$ cat src/rtl/dbg_entry_pkg.sv
package dbg_entry_pkg;

   typedef enum logic [2:0] {
      ST_IDLE   = 3'd0,
      ST_SETUP  = 3'd1,
      ST_HOLD   = 3'd2,
      ST_SETTLE = 3'd3,
      ST_PASS   = 3'd4,
      ST_FAIL   = 3'd5
   } seq_state_e;

endpackage

$ cat src/rtl/dbg_sync.sv
module dbg_sync #(
   parameter int WIDTH  = 4,
   parameter int STAGES = 2
) (
   input  logic             clk_i,
   input  logic             rst_ni,
   input  logic [WIDTH-1:0] d_i,
   output logic [WIDTH-1:0] q_o
);

   if (STAGES < 2) begin : g_bad_stages
      $error("dbg_sync: STAGES must be at least 2");
   end
   if (WIDTH < 1) begin : g_bad_width
      $error("dbg_sync: WIDTH must be at least 1");
   end

   logic [WIDTH-1:0] chain_q [STAGES];

   for (genvar s = 0; s < STAGES; s++) begin : g_stage
      if (s == 0) begin : g_first
         always_ff @(posedge clk_i or negedge rst_ni) begin
            if (!rst_ni) chain_q[0] <= '0;
            else         chain_q[0] <= d_i;
         end
      end else begin : g_next
         always_ff @(posedge clk_i or negedge rst_ni) begin
            if (!rst_ni) chain_q[s] <= '0;
            else         chain_q[s] <= chain_q[s-1];
         end
      end
   end

   assign q_o = chain_q[STAGES-1];

endmodule

$ cat src/rtl/dbg_down_cnt.sv
module dbg_down_cnt #(
   parameter int WIDTH = 8
) (
   input  logic             clk_i,
   input  logic             rst_ni,
   input  logic             load_i,
   input  logic [WIDTH-1:0] val_i,
   output logic             zero_o
);

   if (WIDTH < 1) begin : g_bad_width
      $error("dbg_down_cnt: WIDTH must be at least 1");
   end

   logic [WIDTH-1:0] cnt_q;

   always_ff @(posedge clk_i or negedge rst_ni) begin
      if (!rst_ni)             cnt_q <= '0;
      else if (load_i)         cnt_q <= val_i;
      else if (cnt_q != '0)    cnt_q <= cnt_q - 1'b1;
   end

   assign zero_o = (cnt_q == '0);


   cnt_step_chk: assert property (@(posedge clk_i) disable iff (!rst_ni)
      (!load_i && cnt_q != '0) |=> (cnt_q == $past(cnt_q) - 1'b1));

endmodule

$ cat src/rtl/dbg_run_cnt.sv
module dbg_run_cnt #(
   parameter int MATCH = 3
) (
   input  logic clk_i,
   input  logic rst_ni,
   input  logic clr_i,
   input  logic en_i,
   input  logic hit_in_i,
   output logic hit_o
);

   localparam int RW = (MATCH < 2) ? 1 : $clog2(MATCH + 1);

   if (MATCH < 1) begin : g_bad_match
      $error("dbg_run_cnt: MATCH must be at least 1");
   end

   logic [RW-1:0] run_q;
   logic          last;

   assign last  = (run_q == RW'(MATCH - 1));
   assign hit_o = en_i && hit_in_i && last;

   always_ff @(posedge clk_i or negedge rst_ni) begin
      if (!rst_ni)      run_q <= '0;
      else if (clr_i)   run_q <= '0;
      else if (en_i) begin
         if (!hit_in_i) run_q <= '0;
         else if (!last) run_q <= run_q + 1'b1;
      end
   end


   run_bound_chk: assert property (@(posedge clk_i) disable iff (!rst_ni)
      run_q <= RW'(MATCH - 1));


   run_break_chk: assert property (@(posedge clk_i) disable iff (!rst_ni)
      (en_i && !clr_i && !hit_in_i) |=> (run_q == '0));

endmodule

$ cat src/rtl/dbg_entry_seq.sv
module dbg_entry_seq
   import dbg_entry_pkg::*;
#(
   parameter int CLK_HZ      = 50_000_000,
   parameter int HOLD_MS     = 20,
   parameter int SETUP_CYC   = 16,
   parameter int SETTLE_CYC  = 5000,
   parameter int MATCH_CNT   = 3,
   parameter int SYNC_STAGES = 2,
   parameter int STAT_W      = 4
) (
   input  logic              clk_i,
   input  logic              rst_ni,
   input  logic              start_i,
   input  logic [STAT_W-1:0] status_i,
   input  logic              host_sclk_i,
   input  logic              host_sdi_i,
   input  logic              tgt_sdo_i,
   output logic              bkpt_o,
   output logic              sdi_o,
   output logic              sclk_o,
   output logic              reset_pull_o,
   output logic              host_sdo_o,
   output logic              busy_o,
   output logic              done_o,
   output logic              fail_o
);

   localparam longint unsigned HOLD_L =
      (longint'(CLK_HZ) * longint'(HOLD_MS) + 64'd999) / 64'd1000;
   localparam int HOLD_CYC = int'(HOLD_L);
   localparam int MAX_A    = (HOLD_CYC > SETTLE_CYC) ? HOLD_CYC : SETTLE_CYC;
   localparam int MAX_CYC  = (MAX_A > SETUP_CYC) ? MAX_A : SETUP_CYC;
   localparam int CW       = $clog2(MAX_CYC + 1);

   if (HOLD_MS < 20) begin : g_bad_hold
      $error("dbg_entry_seq: HOLD_MS must be at least 20");
   end
   if (CLK_HZ < 50) begin : g_bad_clk
      $error("dbg_entry_seq: CLK_HZ too small for a non-empty hold");
   end
   if (SETUP_CYC < 1) begin : g_bad_setup
      $error("dbg_entry_seq: SETUP_CYC must be at least 1");
   end
   if (SETTLE_CYC < SYNC_STAGES + MATCH_CNT) begin : g_bad_settle
      $error("dbg_entry_seq: SETTLE_CYC shorter than sync plus match depth");
   end
   if (STAT_W < 1) begin : g_bad_w
      $error("dbg_entry_seq: STAT_W must be at least 1");
   end

   seq_state_e        st_q, st_d;
   logic              load;
   logic [CW-1:0]     load_val;
   logic              cnt_zero;
   logic [STAT_W-1:0] stat_sync;
   logic              all_high;
   logic              run_clr;
   logic              run_hit;
   logic              in_settle;
   logic              lines_low;
   logic              start_ok;

   dbg_sync #(.WIDTH(STAT_W), .STAGES(SYNC_STAGES)) u_sync (
      .clk_i  (clk_i),
      .rst_ni (rst_ni),
      .d_i    (status_i),
      .q_o    (stat_sync)
   );

   dbg_down_cnt #(.WIDTH(CW)) u_timer (
      .clk_i  (clk_i),
      .rst_ni (rst_ni),
      .load_i (load),
      .val_i  (load_val),
      .zero_o (cnt_zero)
   );

   assign all_high  = &stat_sync;
   assign in_settle = (st_q == ST_SETTLE);

   dbg_run_cnt #(.MATCH(MATCH_CNT)) u_run (
      .clk_i    (clk_i),
      .rst_ni   (rst_ni),
      .clr_i    (run_clr),
      .en_i     (in_settle),
      .hit_in_i (all_high),
      .hit_o    (run_hit)
   );

   assign start_ok = start_i &&
                     (st_q == ST_IDLE || st_q == ST_PASS || st_q == ST_FAIL);

   always_comb begin
      st_d     = st_q;
      load     = 1'b0;
      load_val = '0;
      run_clr  = 1'b0;
      unique case (st_q)
         ST_IDLE, ST_PASS, ST_FAIL: begin
            if (start_ok) begin
               st_d     = ST_SETUP;
               load     = 1'b1;
               load_val = CW'(SETUP_CYC - 1);
            end
         end
         ST_SETUP: begin
            if (cnt_zero) begin
               st_d     = ST_HOLD;
               load     = 1'b1;
               load_val = CW'(HOLD_CYC - 1);
            end
         end
         ST_HOLD: begin
            if (cnt_zero) begin
               st_d     = ST_SETTLE;
               load     = 1'b1;
               load_val = CW'(SETTLE_CYC - 1);
               run_clr  = 1'b1;
            end
         end
         ST_SETTLE: begin
            if (run_hit)       st_d = ST_PASS;
            else if (cnt_zero) st_d = ST_FAIL;
         end
         default: st_d = ST_IDLE;
      endcase
   end

   always_ff @(posedge clk_i or negedge rst_ni) begin
      if (!rst_ni) st_q <= ST_IDLE;
      else         st_q <= st_d;
   end

   assign lines_low    = (st_q == ST_SETUP) || (st_q == ST_HOLD) || (st_q == ST_SETTLE);
   assign busy_o       = lines_low;
   assign done_o       = (st_q == ST_PASS);
   assign fail_o       = (st_q == ST_FAIL);
   assign reset_pull_o = (st_q == ST_HOLD);
   assign bkpt_o       = !lines_low;
   assign sclk_o       = done_o ? host_sclk_i : !lines_low;
   assign sdi_o        = done_o ? host_sdi_i  : !lines_low;
   assign host_sdo_o   = done_o ? tgt_sdo_i   : 1'b1;


   setup_first_chk: assert property (@(posedge clk_i) disable iff (!rst_ni)
      $rose(reset_pull_o) |-> $past(busy_o));


   lines_low_chk: assert property (@(posedge clk_i) disable iff (!rst_ni)
      reset_pull_o |-> (!bkpt_o && !sdi_o && !sclk_o));


   hold_end_chk: assert property (@(posedge clk_i) disable iff (!rst_ni)
      (reset_pull_o && cnt_zero) |=> !reset_pull_o);


   excl_chk: assert property (@(posedge clk_i) disable iff (!rst_ni)
      !(done_o && fail_o));


   done_sticky_chk: assert property (@(posedge clk_i) disable iff (!rst_ni)
      (done_o && !start_i) |=> done_o);


   fail_sticky_chk: assert property (@(posedge clk_i) disable iff (!rst_ni)
      (fail_o && !start_i) |=> fail_o);


   pass_cause_chk: assert property (@(posedge clk_i) disable iff (!rst_ni)
      $rose(done_o) |-> $past(all_high));


   no_restart_chk: assert property (@(posedge clk_i) disable iff (!rst_ni)
      (st_q == ST_HOLD && start_i) |=> (st_q != ST_SETUP));

endmodule

$ cat config.mk
export PLATFORM = sky130hd
export DESIGN_NAME = dbg_entry_seq
export DESIGN_NICKNAME = d
export VERILOG_FILES = /design/src/rtl/dbg_entry_pkg.sv /design/src/rtl/dbg_sync.sv /design/src/rtl/dbg_down_cnt.sv /design/src/rtl/dbg_run_cnt.sv /design/src/rtl/dbg_entry_seq.sv
export SDC_FILE = /design/constraint.sdc
export NUM_CORES = 1
export LEC_CHECK = 0
export BUFFER_PORTS_ARGS = -buffer_cell sky130_fd_sc_hd__buf_2
export CAP_MARGIN = 15
export CORE_AREA = 3 3 56 71
export CTS_CLUSTER_DIAMETER = 50
export DETAILED_ROUTE_END_ITERATION = 7
export DIE_AREA = 0 0 59 74
export HOLD_SLACK_MARGIN = 0.12
export PLACE_DENSITY_LB_ADDON = 0.12
export SYNTH_ARGS = -nofsm -noshare
export SYNTH_HDL_FRONTEND = slang
export SYNTH_SLANG_ARGS = --single-unit
$ cat constraint.sdc
create_clock -name clk_i -period 5.1 [get_ports clk_i]
set_input_delay 0.51 -clock clk_i [delete_from_list [all_inputs] [get_ports clk_i]]
set_output_delay 0.51 -clock clk_i [all_outputs]
set_load 0.1 [all_outputs]
After elaboration in Yosys (flattened, before gate mapping)
Index checks and enable logic that the tools add are counted.
W data, S select, Z words.
{"block": "word_totals", "ff_bits": 33, "inputBits": 10, "out_inout_bits": 8, "word_cells": 59}
{"block": "classes", "n_addsub": 2, "eq_ne": 11, "n_mux": 23, "reduce_logical": 18}
{"op": "$mux W20", "count": 3}
{"op": "$pmux W20 S3", "count": 1}
{"op": "$logic_not A20 Y1", "count": 1}
{"op": "$reduce_bool A20 Y1", "count": 1}
{"op": "$sub A20 B1 Y20 const B", "count": 1}
{"op": "$mux W3", "count": 5}
{"op": "$mux W13", "count": 1}
{"op": "$pmux W3 S4", "count": 1}
{"op": "$mux W2", "count": 4}
{"op": "$reduce_and A4 Y1", "count": 2}
{"op": "$eq A3 B2 Y1 const B", "count": 2}
{"op": "$eq A3 B3 Y1 const B", "count": 2}
{"op": "$mux W1", "count": 6}
{"op": "$ne A3 B3 Y1 const B", "count": 2}
{"op": "$logic_or A1 B1 Y1", "count": 4}
{"op": "$mux W4", "count": 1}
{"op": "$ne A2 B2 Y1 const B", "count": 2}
{"op": "$reduce_bool A2 Y1", "count": 2}
{"op": "$eq A3 B1 Y1 const B", "count": 1}
{"op": "$logic_and A1 B1 Y1", "count": 3}
{"op": "$logic_not A3 Y1", "count": 1}
{"op": "$reduce_or A3 Y1", "count": 1}
{"op": "$add A2 B1 Y2 const B", "count": 1}
{"op": "$eq A2 B2 Y1 const B", "count": 1}
{"op": "other kinds (5)", "count": 5}

Logic depth before layout (Yosys ltp)
{"block": "depth", "ltp_word": 7, "ltp_mapped": 8, "depth_no_buf": 7}

Cells and area by module
From an unflattened synthesis, not the netlist that was laid out.
{"block": "hier_totals", "hier_cells": 190, "hier_area_um2": 1928.1}
{"mod": "dbg_down_cnt", "n_inst": 1, "cells_each": 123, "area_per_inst_um2": 1202.4}
{"mod": "dbg_entry_seq", "n_inst": 1, "cells_each": 43, "area_per_inst_um2": 347.8}
{"mod": "dbg_sync", "n_inst": 1, "cells_each": 12, "area_per_inst_um2": 230.2}
{"mod": "dbg_run_cnt", "n_inst": 1, "cells_each": 12, "area_per_inst_um2": 147.6}

Least setup slack after synthesis
Ideal clock, no wire load.
{"block": "synth_timing", "path_kind": "reg2out", "startpoint": "register st_q[1]", "endpoint": "output port sclk_o", "arrival_time_ps": 2974, "required_time_ps": 4590, "setup_slack_ps": 1616, "path_stages_with_launch": 5, "path_buffers": 1, "path_cell_list": "dfrtp_1 > clkbuf_1 > nor2_1 > nor2_1 > nor2_1"}
{"block": "synth_between", "elab_chain_cells": 5, "word_cells_on_any_way": 8, "cone_classes": "eq/ne (4); mux (1); reduce/logical (3)"}
{"item": "from (decl)", "line": "dbg_entry_seq.sv:52", "text": "seq_state_e st_q, st_d;"}
{"item": "from (signal assigned)", "line": "dbg_entry_seq.sv:132", "text": "else st_q <= st_d;"}
{"item": "$eq A3 B1 Y1 / $eq A3 B2 Y1 (equally long branches)", "line": "dbg_entry_seq.sv:135", "text": "assign lines_low = (st_q == ST_SETUP) || (st_q == ST_HOLD) || (st_q == ST_SETTLE);"}
{"item": "$logic_or A1 B1 Y1", "line": "dbg_entry_seq.sv:135"}
{"item": "$logic_or A1 B1 Y1 *", "line": "dbg_entry_seq.sv:135"}
{"item": "via busy_o", "line": "dbg_entry_seq.sv:24", "text": "output logic busy_o,"}
{"item": "$logic_not A1 Y1 *", "line": "dbg_entry_seq.sv:141", "text": "assign sclk_o = done_o ? host_sclk_i : !lines_low;"}
{"item": "$mux W1 *", "line": "dbg_entry_seq.sv:141"}
{"item": "to (decl)", "line": "dbg_entry_seq.sv:21", "text": "output logic sclk_o,"}
The timed path passes the listed nets; every way through them passes the cells marked *.

Worst setup path after layout
{"block": "layout_timing", "startpoint": "register st_q[1]", "endpoint": "output port reset_pull_o"}
{"block": "layout_between", "elab_chain_cells": 1}
{"item": "$eq A3 B2 Y1", "line": "dbg_entry_seq.sv:139", "text": "assign reset_pull_o = (st_q == ST_HOLD);"}
{"item": "to (decl)", "line": "dbg_entry_seq.sv:22", "text": "output logic reset_pull_o,"}
Every way passes these cells.

==> metrics.csv <==
metric,value,unit
xor/xnor share of the synthesized area,0.0676,
final hold viol count,0,
Top Usage Layer GRT,met2,
GRT overflow,0,
Area Growth Syn to Fin,13.6,%
P_int,623,uW
met1 Use GR,0.219,
Chip Width,59,um
switching part of the total power,0.372,
Synth Area per Inst,9.91,um^2
WP data required,4590,ps
HPWL Detailed,2550,um
Most used DFF post-synth,dfrtp_1,
FF-to-FF Start,u_timer.cnt_q[0],
met3 GRT Util,0.0417,
Synth top area share,0.490,
Avg Vias per Cell,5.61,
fillers,311,
synth warn,0,
clock period minus worst slack,2350,ps
die area,4370,um^2
Clock Power Share,0.250,
setup violators final,0,
Clock Latency Late Sink,290,ps
vias in the first global route,1365,
slack of the worst reg-to-reg path,3110,ps
CTS buffer count,5,
Top-Level Pins,18,
final net count,204,
Pwr Density,518,nW/um^2
I/O Buffers,17,
clock tree buffer depth,2,
CTS Root Buffer Type,clkbuf_8,
largest net degree at the start of global routing,34,
setup TNS,0,ps
Synth top cells by count,"dfrtp_1 (33), nor2_1 (19), nand2_1 (14)",
post-synthesis cell type count,45,
mux share of post-synthesis cell area,0,
TritonCTS Sinks,33,
post-synthesis async set-or-reset flop share,1.00,
most frequent cell after synthesis,dfrtp_1,
max-cap violations,0,
crit-path max FO,10,
Initial Utilization,0.492,
share of layout cells above drive strength 1,0.203,
Seq pwr share,0.464,
FF-to-FF End,u_timer.cnt_q[18],
Via Count,1295,
final count of pins violating max slew,0,
unrepaired setup endpoints after global routing,false,
kind of critical path,flop to output port,
Mapped Cells,170,
post-synthesis adder-cell area fraction,0.0223,
DR iter-0 viols,45,
post-layout util,0.559,
Max VDD drop,0.316,mV
run status,"finished, final reports clean",
Tot GR Track Use,0.185,
Final Cycle Share,0.460,
met2 track demand over resource,0.311,
cell area after synthesis,1690,um^2
NetSw,369,uW
largest family of logic cells by synthesized area,simple AND/OR/NAND/NOR gates,
first-pass GRT wire length,6030,um
post-route ant nets,0,
DRT Wirelength,3540,um
initial antenna violation count,0,
Worst-Margin Slew,723,ps
TritonCTS clock tree,built,
Critical Path Start Type,flop,
sequential fraction of the synthesis area,0.490,
setup bufs post-CTS,0,
Die Ht,74,um
CP startpoint,st_q[1],
# hold bufs at CTS,0,
syn nets,183,
DRC,0,
GP Congestion,0.815,
worst rel slew slack,0.518,
# resized after CTS,0,
Core ar.,3420,um^2
H-tree depth,2,
Worst setup EP type,output port,
Area contributors post-synth,"dfrtp_1 (49%), nor2_1 (4.2%), xnor2_1 (4.2%), o21ai_0 (3.3%), nand2_1 (3.1%)",
Worst-path clk slew,70,ps
worst hold path class,primary input to asynchronous set/reset pin,
Fin Clk Skew,4.79,ps
Yosys top cell by area,dfrtp_1,
simple-gate area share of the yosys netlist,0.286,
R2R cell count,7,
compound-gate portion of the synthesized area,0.107,
Pre-Repair DR Iteration Count,4,
Crit path arrival time,1840,ps
Achievable Freq,426,MHz
Leak,0.803,nW
Post-synth EDFFs,0,
Logic pwr share,0.286,
std cell rows,24,
Routed wire per std cell,15.3,um
# diodes,0,
Seq cells post-synth,33,
## layout make-up
cell class	count	area (um^2)	share of cell area
multi-input cells	127	813	0.425
repair buffers	17	85.1	0.0444
clock inverters	3	46.3	0.0242
clock buffers	5	68.8	0.0359
flip-flops and latches	33	826	0.431
well taps	39	48.8	0.0255
inverters	7	26.3	0.0137
## state kept, by name, indices dropped and copies added (netlist names)
name,cells
st_q,3
u_run.run_q,2
u_sync.chain_q,4
u_sync.q_o,4
u_timer.cnt_q,20
## metrics by stage
| stage | hold slack [ps] | total power, mW | setup WS (ps) | instance area [um^2] | cells |
|---|---|---|---|---|---|
| after global placement | 336 | 0.732 | 3110 | 1800 | 223 |
| after global routing | 309 | 1.07 | 2590 | 1910 | 231 |
| final | 271 | 0.991 | 2750 | 1910 | 231 |
| after floorplan | 214 | 0.669 | 1620 | 1690 | 170 |
| after detailed placement | 336 | 0.746 | 3080 | 1800 | 223 |
| after CTS | 298 | 1.00 | 2750 | 1910 | 231 |
## routing by layer
layer	up-vias	share of wire
met2	16	0.52
met5	-	0
met4	0	0.017
li1	639	-
met1	633	0.43
met3	7	0.029
## how the worst max path moves through the flow
stage                        end  slack (ps)  cells past startpoint
floorplan                 sclk_o        1620                      4
global route        reset_pull_o        2590                      3
global placement    reset_pull_o        3110                      3
finish              reset_pull_o        2750                      3
detailed placement  reset_pull_o        3080                      3
CTS                 reset_pull_o        2750                      3
## kinds of logic after synthesis
logic type | after synthesis
adder cells (fa/ha/maj) | 3
flip-flops | 33
buffers and inverters | 10
AND/OR/NAND/NOR | 81
XOR/XNOR | 13
AO/OA/AOI/OAI | 30
## worst max-delay path, stage by stage, from the launching register on
cell and delay, ps:
dfrtp_1 500, inv_1 130, nor3_1 400, buf_2 520
## power groups by stage
stage | clock network, mW | logic [mW] | registers (mW)
floorplan | 0 | 0.238 | 0.431
global placement | 0 | 0.273 | 0.459
detailed placement | 0 | 0.282 | 0.464
CTS | 0.255 | 0.286 | 0.460
global route | 0.267 | 0.324 | 0.474
finish | 0.248 | 0.284 | 0.460
## placed cells by master (no fill, tap or decap), types with 6 or more instances in the layout
master / n
nor2_1: 19
o21ai_0: 11
xnor2_1: 8
buf_2: 17
nand2_1: 14
inv_1: 7
dfrtp_1: 33
o21ai_1: 6
Note: power is estimated with default switching activity, not from simulation.
